**src/rtl/trap_pkg.sv**
```systemverilog
package trap_pkg;

   typedef enum logic [4:0] {
      FC_NONE     = 5'd0,
      FC_RESET    = 5'd1,
      FC_MCHK     = 5'd2,
      FC_ARITH    = 5'd3,
      FC_INTR     = 5'd4,
      FC_DMISS_N  = 5'd5,
      FC_DMISS_P  = 5'd6,
      FC_ALIGN    = 5'd7,
      FC_DFAULT   = 5'd8,
      FC_DACV     = 5'd9,
      FC_IMISS    = 5'd10,
      FC_IFAULT   = 5'd11,
      FC_IACV     = 5'd12,
      FC_UNIMPL   = 5'd13,
      FC_FPDIS    = 5'd14,
      FC_PRIVCALL = 5'd15,
      FC_IOVF     = 5'd16
   } fault_e;

   localparam int unsigned FC_LAST  = 16;
   localparam int unsigned VEC_W    = 16;
   localparam int unsigned NSHADOW  = 8;

   function automatic logic code_known(input logic [4:0] c);
      return (c != 5'd0) && (32'(c) <= FC_LAST);
   endfunction

   function automatic logic is_redir(input int idx);
      return ((idx >= 8) && (idx <= 14)) || (idx == 25);
   endfunction

endpackage

```
**src/rtl/trap_vector.sv**
```systemverilog
module trap_vector
   import trap_pkg::*;
(
   input  fault_e            code,
   output logic [VEC_W-1:0]  offset,
   output logic              skip
);

   always_comb begin
      offset = '0;
      unique case (code)
         FC_RESET:                offset = 16'h0001;
         FC_MCHK:                 offset = 16'h0401;
         FC_ARITH, FC_IOVF:       offset = 16'h0501;
         FC_INTR:                 offset = 16'h0101;
         FC_DMISS_N:              offset = 16'h0201;
         FC_DMISS_P:              offset = 16'h0281;
         FC_ALIGN:                offset = 16'h0301;
         FC_DFAULT, FC_DACV:      offset = 16'h0381;
         FC_IMISS, FC_IFAULT:     offset = 16'h0181;
         FC_IACV:                 offset = 16'h0081;
         FC_UNIMPL:               offset = 16'h0481;
         FC_FPDIS:                offset = 16'h0581;
         FC_PRIVCALL:             offset = 16'h2001;
         default:                 offset = '0;
      endcase
   end

   assign skip = (code == FC_ARITH) || (code == FC_IOVF) || (code == FC_PRIVCALL);

endmodule

```
**src/rtl/shadow_bank.sv**
```systemverilog
module shadow_bank
   import trap_pkg::*;
#(
   parameter int unsigned DW   = 32,
   parameter int unsigned NREG = 32,
   localparam int unsigned RW  = $clog2(NREG)
)(
   input  logic           clk,
   input  logic           rst_n,
   input  logic           swap,
   input  logic           we,
   input  logic [RW-1:0]  waddr,
   input  logic [DW-1:0]  wdata,
   input  logic [RW-1:0]  raddr,
   output logic [DW-1:0]  rdata
);

   logic [DW-1:0] rd_arr [NREG];

   for (genvar i = 0; i < NREG; i++) begin : g_reg
      logic hit;
      assign hit = we && (waddr == RW'(i));
      if (is_redir(i)) begin : g_pair
         logic [DW-1:0] live_q, alt_q;
         always_ff @(posedge clk) begin
            if (!rst_n) begin
               live_q <= '0;
               alt_q  <= '0;
            end else begin
               if (swap) begin
                  live_q <= alt_q;
                  alt_q  <= live_q;
               end
               if (hit) live_q <= wdata;
            end
         end
         assign rd_arr[i] = live_q;
      end else begin : g_plain
         logic [DW-1:0] live_q;
         always_ff @(posedge clk) begin
            if (!rst_n)   live_q <= '0;
            else if (hit) live_q <= wdata;
         end
         assign rd_arr[i] = live_q;
      end
   end

   assign rdata = rd_arr[raddr];

endmodule

```
**src/rtl/trap_seq.sv**
```systemverilog
module trap_seq
   import trap_pkg::*;
#(
   parameter int unsigned      AW         = 32,
   parameter int unsigned      DW         = 32,
   parameter logic [AW-1:0]    RESET_BASE = 32'h0000_4000,
   parameter logic [DW-1:0]    CTL_INIT   = 32'h6
)(
   input  logic              clk,
   input  logic              rst_n,
   input  logic              take_trap,
   input  logic              is_intr,
   input  logic              do_ret,
   input  logic              bad_ret,
   input  logic [VEC_W-1:0]  vec_off,
   input  logic              vec_skip,
   input  logic [AW-1:0]     cur_pc,
   input  logic              base_we,
   input  logic [AW-1:0]     base_wdata,
   input  logic              ctl_we,
   input  logic [DW-1:0]     ctl_wdata,
   output logic              swap,
   output logic [AW-1:0]     pc_o,
   output logic [AW-1:0]     npc_o,
   output logic              redirect_o,
   output logic [AW-1:0]     exc_addr_o,
   output logic              shadow_o,
   output logic              swap_err_o,
   output logic              bad_rti_o,
   output logic              irq_chk_o,
   output logic [AW-1:0]     base_o,
   output logic [DW-1:0]     ctl_o
);

   localparam logic [AW-1:0] STEP = AW'(4);

   logic          priv;
   logic          want_in, want_out, want_any, redundant;
   logic [AW-1:0] trap_pc, ret_pc;

   assign priv      = cur_pc[0];
   assign want_in   = take_trap && !priv;
   assign want_out  = do_ret && !exc_addr_o[0];
   assign want_any  = want_in || want_out;
   assign redundant = (want_in && shadow_o) || (want_out && !shadow_o);
   assign swap      = want_any && !redundant;
   assign trap_pc   = base_o + AW'(vec_off);
   assign ret_pc    = exc_addr_o;

   always_ff @(posedge clk) begin
      if (!rst_n) begin
         pc_o       <= RESET_BASE + AW'(1);
         npc_o      <= RESET_BASE + AW'(1) + STEP;
         redirect_o <= 1'b0;
         exc_addr_o <= '0;
         shadow_o   <= 1'b1;
         swap_err_o <= 1'b0;
         bad_rti_o  <= 1'b0;
         irq_chk_o  <= 1'b0;
         base_o     <= RESET_BASE;
         ctl_o      <= CTL_INIT;
      end else begin
         redirect_o <= take_trap || do_ret;
         swap_err_o <= want_any && redundant;
         bad_rti_o  <= bad_ret;
         irq_chk_o  <= do_ret;
         if (swap) shadow_o <= want_in;
         if (take_trap) begin
            pc_o  <= trap_pc;
            npc_o <= trap_pc + STEP;
            if (!(is_intr && priv))
               exc_addr_o <= vec_skip ? cur_pc + STEP : cur_pc;
         end else if (do_ret) begin
            pc_o  <= ret_pc;
            npc_o <= ret_pc + STEP;
         end
         if (base_we) base_o <= base_wdata;
         if (ctl_we)  ctl_o  <= ctl_wdata;
      end
   end

endmodule

```
**src/rtl/trap_steer.sv**
```systemverilog
module trap_steer
   import trap_pkg::*;
#(
   parameter int unsigned      AW         = 32,
   parameter int unsigned      DW         = 32,
   parameter int unsigned      NREG       = 32,
   parameter logic [AW-1:0]    RESET_BASE = 32'h0000_4000,
   parameter logic [DW-1:0]    CTL_INIT   = 32'h6,
   localparam int unsigned     RW         = $clog2(NREG)
)(
   input  logic           clk,
   input  logic           rst_n,
   input  logic           flt_valid,
   input  logic [4:0]     flt_code,
   input  logic [AW-1:0]  cur_pc,
   input  logic           rti_req,
   input  logic           base_we,
   input  logic [AW-1:0]  base_wdata,
   input  logic           ctl_we,
   input  logic [DW-1:0]  ctl_wdata,
   input  logic           rf_we,
   input  logic [RW-1:0]  rf_waddr,
   input  logic [DW-1:0]  rf_wdata,
   input  logic [RW-1:0]  rf_raddr,
   output logic [DW-1:0]  rf_rdata,
   output logic [AW-1:0]  pc_o,
   output logic [AW-1:0]  npc_o,
   output logic           redirect_o,
   output logic [AW-1:0]  exc_addr_o,
   output logic           shadow_o,
   output logic           swap_err_o,
   output logic           bad_rti_o,
   output logic           irq_chk_o,
   output logic [AW-1:0]  base_o,
   output logic [DW-1:0]  ctl_o
);

   if (AW < VEC_W) begin : g_bad_aw
      $error("trap_steer: AW must hold the widest vector offset");
   end
   if (NREG < 26) begin : g_bad_nreg
      $error("trap_steer: NREG must include every redirected register");
   end

   logic          accepted, take_trap, do_ret, bad_ret, swap, vec_skip;
   fault_e        sel_code;
   logic [VEC_W-1:0] vec_off;

   assign accepted  = flt_valid && code_known(flt_code);
   assign do_ret    = rti_req && !accepted && cur_pc[0];
   assign bad_ret   = rti_req && !accepted && !cur_pc[0];
   assign take_trap = accepted || bad_ret;
   assign sel_code  = accepted ? fault_e'(flt_code) : FC_UNIMPL;

   trap_vector i_vec (
      .code   (sel_code),
      .offset (vec_off),
      .skip   (vec_skip)
   );

   trap_seq #(
      .AW(AW), .DW(DW), .RESET_BASE(RESET_BASE), .CTL_INIT(CTL_INIT)
   ) i_seq (
      .clk        (clk),
      .rst_n      (rst_n),
      .take_trap  (take_trap),
      .is_intr    (sel_code == FC_INTR),
      .do_ret     (do_ret),
      .bad_ret    (bad_ret),
      .vec_off    (vec_off),
      .vec_skip   (vec_skip),
      .cur_pc     (cur_pc),
      .base_we    (base_we),
      .base_wdata (base_wdata),
      .ctl_we     (ctl_we),
      .ctl_wdata  (ctl_wdata),
      .swap       (swap),
      .pc_o       (pc_o),
      .npc_o      (npc_o),
      .redirect_o (redirect_o),
      .exc_addr_o (exc_addr_o),
      .shadow_o   (shadow_o),
      .swap_err_o (swap_err_o),
      .bad_rti_o  (bad_rti_o),
      .irq_chk_o  (irq_chk_o),
      .base_o     (base_o),
      .ctl_o      (ctl_o)
   );

   shadow_bank #(.DW(DW), .NREG(NREG)) i_bank (
      .clk   (clk),
      .rst_n (rst_n),
      .swap  (swap),
      .we    (rf_we),
      .waddr (rf_waddr),
      .wdata (rf_wdata),
      .raddr (rf_raddr),
      .rdata (rf_rdata)
   );

endmodule

```
**config.mk**
```make
export PLATFORM = sky130hd
export DESIGN_NAME = trap_steer
export DESIGN_NICKNAME = d
export VERILOG_FILES = /design/src/rtl/trap_pkg.sv /design/src/rtl/trap_vector.sv /design/src/rtl/shadow_bank.sv /design/src/rtl/trap_seq.sv /design/src/rtl/trap_steer.sv
export SDC_FILE = /design/constraint.sdc
export NUM_CORES = 2
export LEC_CHECK = 0
export ABC_AREA = 1
export CORE_UTILIZATION = 54
export DETAILED_ROUTE_END_ITERATION = 7
export PLACE_DENSITY = 0.76
export REMOVE_ABC_BUFFERS = 1
export SYNTH_ARGS = -nofsm -noshare
export SYNTH_HDL_FRONTEND = slang
export SYNTH_SLANG_ARGS = --single-unit
```
**constraint.sdc**
```tcl
create_clock -name clk -period 4.4 [get_ports clk]
set_input_delay 0.88 -clock clk [delete_from_list [all_inputs] [get_ports clk]]
set_output_delay 0.88 -clock clk [all_outputs]
set_load 0.03 [all_outputs]
```
# --- Word-level counts from Yosys, hierarchy flattened ---
# Memories as Yosys holds them, arrays and structs flattened.
# Cells that the tools add are included.
word_totals:
  regBits: 1445
  latchBits: 0
  mem_bits_rw: 0
  rom_bits: 192
  elab_cells: 186
  n_memories: 1
mem_list:
  columns: ["name", "words", "word_bits", "read_ports", "rd_ports_with_merged_regs", "write_ports", "line", "source"]
  rows:
  - ["(no name shown)", 32, 6, 1, 0, 0, "trap_vector.sv:11", "unique case (code)"]
op_classes:
  n_addsub: 4
  mul: 0
  div: 0
  magnitude_cmp: 2
  eq_ne: 35
  shift: 0
  mux: 25
  bitwise: 2
  n_reduce_logical: 67
ops:
  columns: ["cell", "count"]
  rows:
  - ["two-way mux 32 bit", 23]
  - ["binary-select mux 32 bit (select 5 bit)", 1]
  - ["adder 32 x 3 -> 32 bit (second input constant)", 3]
  - ["== test 5 bit (second input constant)", 17]
  - ["== test 5 x 4 -> 1 bit (second input constant)", 9]
  - ["logical AND 1 bit", 44]
  - ["adder 32 x 16 -> 32 bit", 1]
  - ["== test 5 x 3 -> 1 bit (second input constant)", 5]
  - ["nonzero test 2 bit", 9]
  - ["== test 5 x 2 -> 1 bit (second input constant)", 3]
  - ["greater-or-equal comparator 6 bit (second input constant)", 1]
  - ["logical OR 1 bit", 6]
  - ["NOT 5 -> 6 bit", 1]
  - ["== test 5 x 1 -> 1 bit (second input constant)", 1]
  - ["less-or-equal comparator 5 bit (second input constant)", 1]
  - ["zero test 1 bit", 5]
  - ["zero test 5 bit", 1]
  - ["two-way mux 5 bit", 1]
  - ["nonzero test 5 bit", 1]
  - ["AND reduction 2 bit", 1]
  - ["NOT 1 bit", 1]

# --- Logic depth before layout (Yosys ltp) ---
depth:
  depth_word: 14
  ltp_mapped: 34
  ltp_nobuf: 33

# --- Hierarchy ---
# From an unflattened synthesis, not the netlist that was laid out.
unflattened:
  hier_cells: 9807
  area_unflattened_um2: 66835.4
modules_own_cells:
  columns: ["mod", "n_inst", "cells_each", "area_per_inst_um2", "seq_area_each_um2"]
  rows:
  - ["shadow_bank", 1, 8282, 57122.3, 25624.6]
  - ["trap_seq", 1, 1452, 9295.2, 3263.1]
  - ["trap_vector", 1, 50, 284.0, 0.0]
  - ["trap_steer", 1, 23, 133.9, 0.0]

# --- Least setup slack after synthesis ---
# OpenSTA, ideal clock, no wires.
synth_timing:
  path_type: "input port to flip-flop"
  startpoint: "input flt_code[1]"
  endpoint: "register i_seq.npc_o[21]"
  setup_ns: 0.110
  arrival_time_ns: 4.110
  path_slack_ns: 0.180
  path_stages: 31
  path_cell_list: "nor2_2 > nand2_1 > nand2_2 > nand3_4 > buf_6 > nor2_2 > inv_1 > ha_1 > inv_1 > nor2_1 > or2_1 > inv_1 > nor2_1 > ha_1 > nand2_1 > inv_1 > nand2_1 > nand2_1 > a21oi_1 > nand2_2 > nand2_1 > nand2_1 > nand2_1 > nand2_1 > nor2_2 > inv_2 > nor3_4 > and2_1 > nand2_1 > nand2_1 > nor2_1"
synth_via:
  elab_chain_cells: 8
  word_cells_on_any_way: 15
synth_lines:
  columns: ["item", "line", "source"]
  rows:
  - ["from (decl)", "trap_steer.sv:14", "input logic [4:0] flt_code,"]
  - ["less-or-equal comparator 5 bit or nonzero test 5 bit (tied branches)", "trap_pkg.sv:28", "return (c != 5'd0) && (32'(c) <= FC_LAST);"]
  - ["logical AND 1 bit", "trap_pkg.sv:28", null]
  - ["logical AND 1 bit", "trap_steer.sv:49", "assign accepted = flt_valid && code_known(flt_code);"]
  - ["two-way mux 5 bit or zero test 1 bit (tied branches)", "trap_steer.sv:53, trap_steer.sv:50, trap_steer.sv:51", null]
  - ["memory read (32 x 6 bit) or logical AND 1 bit (tied branches)", null, null]
  - ["adder 32 x 16 -> 32 bit or logical AND 1 bit (tied branches)", "trap_seq.sv:47, trap_steer.sv:51", null]
  - ["adder 32 x 3 -> 32 bit or logical OR 1 bit (tied branches)", "trap_seq.sv:70, trap_steer.sv:52", null]
  - ["two-way mux 32 bit or nonzero test 2 bit (tied branches)", null, null]
  - ["to (signal assigned)", "trap_seq.sv:53", "npc_o <= RESET_BASE + AW'(1) + STEP;"]
  - ["to (signal assigned)", "trap_seq.sv:70", "npc_o <= trap_pc + STEP;"]
  - ["to (signal assigned)", "trap_seq.sv:75", "npc_o <= ret_pc + STEP;"]
  - ["to (decl)", "trap_seq.sv:24", "output logic [AW-1:0] npc_o,"]
# Several ways; a longest one is shown, not always the timed one.
# A chain may end at the register's enable or synchronous reset.

# --- Worst setup path in the final report ---
# Ends and elaborated chain as after synthesis.

==> results.toml <==
[run_status]
status = "complete, no violations"

[clock_network]
cts_root_buf = "clkbuf_16"
clk_path_buf_depth = 3
clkTransAtPathRegs_ns = 0.06
h-tree-depth = 4
cts_tree = "built"
clkLatencyLatePin_ns = 0.78
ctsHoldBuffers = 0
cts.sinks = 1443
cts_buffers = 150

[worst_setup_path]
slowest_delay_ns = 0.44
crit_family = "simple AND/OR/NAND/NOR gates"
critPathSlowestCell = "clkdlybuf4s50_1"
cpMostUsedCell = "nand2_1"
worstSetupStartpointType = "input pin"
crit_required_ns = 5.05
cp.arrival_ns = 4.78
reg2reg_slack_ns = 1.52
crit_type = "in2reg"
end_kind = "register"
cp_num_buf_inv = 7
cp_max_fo = 4

[grt]
grt_use_total_pct = 38.24
grt_pass1_wl_mm = 361.7
grt_pass1_vias = 61297
antenna_found_initial = 8
grt_overflow = 0
grt_max_degree = 206

[cells_and_area]
syn_to_final_growth_pct = 17.04
layout-drive-gt1-share_pct = 8.179
fillers = 10120
stdcell_count = 10612
finalNetCount = 9129
post-route-util_pct = 64.05
multiInputGateArea_um2 = 29930
ff_latch_area_um2 = 28890

[detailed_routing]
via_per_inst = 6.205
post-route-drc-count = 0
dr.pass1.iters = 6
antenna_left = 0
vias = 65848
drt_iter0_markers = 8287
drt-wirelength-per-cell_um = 22.41
wl_mm = 237.8

[synth]
synth_seq_area_share_pct = 45.18
ys_ff_latch = 1443
yosys_warnings = 0
async_flop_share_pct = 0
synth_largest_area_cell = "dfxtp_1"
ys_types = 50
synth.top_cell.area_share_pct = 45.18
synth-edff-count = 0
netlist_area_um2 = 63940
synth.area.top_cells = "dfxtp_1 (45%), o21ai_0 (11%), a21oi_1 (9.2%)"
synth_flop_cell = "dfxtp_1"
synth_cells = 8979
avgSynthCellArea_um2 = 7.121

[timing]
holdWs_ns = 0.4393
max_clock_freq_ghz = 0.2419
setup_violations = 0
tns_ns = 0
slew_viol_final = 0
min_period_ns = 4.134
final.setup_skew_ns = 0.02408
final_hold_viol_count = 0
slew_headroom_pct = 10.34
worstMarginPinSlew_ns = 1.342
fin_crit_sh_pct = 93.96

[power_and_ir_drop]
vdd_drop_max_mv = 0.4471
power.density_nw_per_um2 = 419.0
power_leakage_uw = 0.02675

[worst_hold_path]
worstHoldPathType = "reg2reg"

[run]
drv_cap = 0

[floorplanning]
io_pins = 347
die_x_um = 346.1
rows = 125
coreArea_um2 = 116800
die-area_um2 = 119800
initial_core_util_pct = 54.73
fp.dieH_um = 346.1

[place]
gp_congestion = 0.9542
dp_cells = 10339
io_buffers = 346
dp.final_hpwl_mm = 141.9
## cells in the mapped netlist, types with 89 or more instances
cell / instances
a21oi_1: 1175
a22oi_1: 114
a31oi_1: 186
buf_2: 89
clkbuf_1: 689
dfxtp_1: 1443
inv_1: 558
nand2_1: 1190
nand3_1: 484
nor2_1: 1082
o211ai_1: 180
o21ai_0: 1414
## state kept, by name, indices dropped and copies added (netlist names), 30 cells and up
signal and count:
i_seq.ctl_o 32, i_bank.g.g_pair.alt_q 256, i_seq.pc_o 30, i_seq.npc_o 32, i_seq.base_o 32, i_bank.g.g_pair.live_q 256
i_bank.g.g_plain.live_q 768, i_seq.exc_addr_o 32
## layout by cell type, fill, tap and decap left out, types with 7 or more instances in the layout
master and n:
a22oi_1 114, clkbuf_8 39, a21oi_1 1173, nand3_1 480, o211ai_1 180, a32oi_1 27
inv_6 7, inv_2 10, nand4_1 25, nor2_2 22, o21ai_1 10, xor2_1 33
dfxtp_1 1443, clkbuf_1 31, a31oi_1 186, nand2_2 38, nor2_4 34, inv_1 556
clkinv_2 25, clkdlybuf4s50_1 307, nor3_1 27, buf_12 89, o21ai_0 1412, nand3_4 7
nand2_1 1164, buf_4 270, o22ai_1 34, clkbuf_16 155, o221ai_1 34, nor4_1 15
nor2_1 1058
## per-stage QoR
stage | total power [µW] | setup WS, ns | cell area (µm²)
after floorplan | 16470 | -7.322 | 60630
after global placement | 18570 | -0.5914 | 69740
after detailed placement | 18640 | -0.6005 | 69740
after CTS | 31260 | 0.1652 | 74680
after global routing | 32290 | -0.02652 | 74830
final | 31360 | 0.2657 | 74840
## per-layer routing
metal	track usage, %	share of wire [%]	vias up
met2	59.54	44	4163
met1	49.53	38	30606
met5	0.5602	0.058	-
li1	-	-	30266
met3	8.933	12	805
met4	19.13	5.6	8
## cells by family after synthesis
logic type / synth area share [%]
XOR/XNOR: 0.4520
AO/OA/AOI/OAI: 26.93
AND/OR/NAND/NOR: 18.65
adder cells (fa/ha/maj): 0.1957
buffers and inverters: 8.598
flip-flops: 45.18
## path summary, 6_finish.rpt
kind | from | end | cells past startpoint
max | flt_code[1] | i_seq.npc_o[21] | 28
min | i_bank.g_reg[3].g_plain.live_q[14] | i_bank.g_reg[3].g_plain.live_q[14] | 2
max reg2reg | i_seq.base_o[0] | i_seq.npc_o[22] | 18
min reg2reg | i_bank.g_reg[3].g_plain.live_q[14] | i_bank.g_reg[3].g_plain.live_q[14] | 2
## final cells by class
type	instances	area share, %
diodes	4	0.01338
clock buffers	225	6.056
clock inverters	42	0.5467
inverters	581	2.981
multi-input cells	6122	39.99
flip-flops and latches	1443	38.60
well taps	1524	2.548
repair buffers	671	9.266
## worst register-to-register path, cell delays in order, from the launching register on
cell,delay [ns]
dfxtp_1,0.43
ha_1,0.22
ha_2,0.20
nand2_2,0.08
nor2_4,0.21
nand3_2,0.11
nand2_2,0.12
nand2_1,0.08
nand2_1,0.08
nand2_1,0.05
nand3_1,0.06
nand2_1,0.09
buf_4,0.16
nor2_1,0.30
nand2_1,0.13
nor3_1,0.21
nand3_1,0.09
nand2_1,0.09
nor2_1,0.04
## power by group
part           internal (µW)  leakage, µW  switching, µW
clock                   7410      0.00245           5430
sequential             13600       0.0117            370
combinational           1500       0.0126           3040
## repair_timing
item / CTS / global route
buffers inserted: 0 / 2
endpoints found under the setup margin: 0 / 19
gates resized for setup: 0 / 39
No activity file was read; power rests on OpenSTA's default activity.
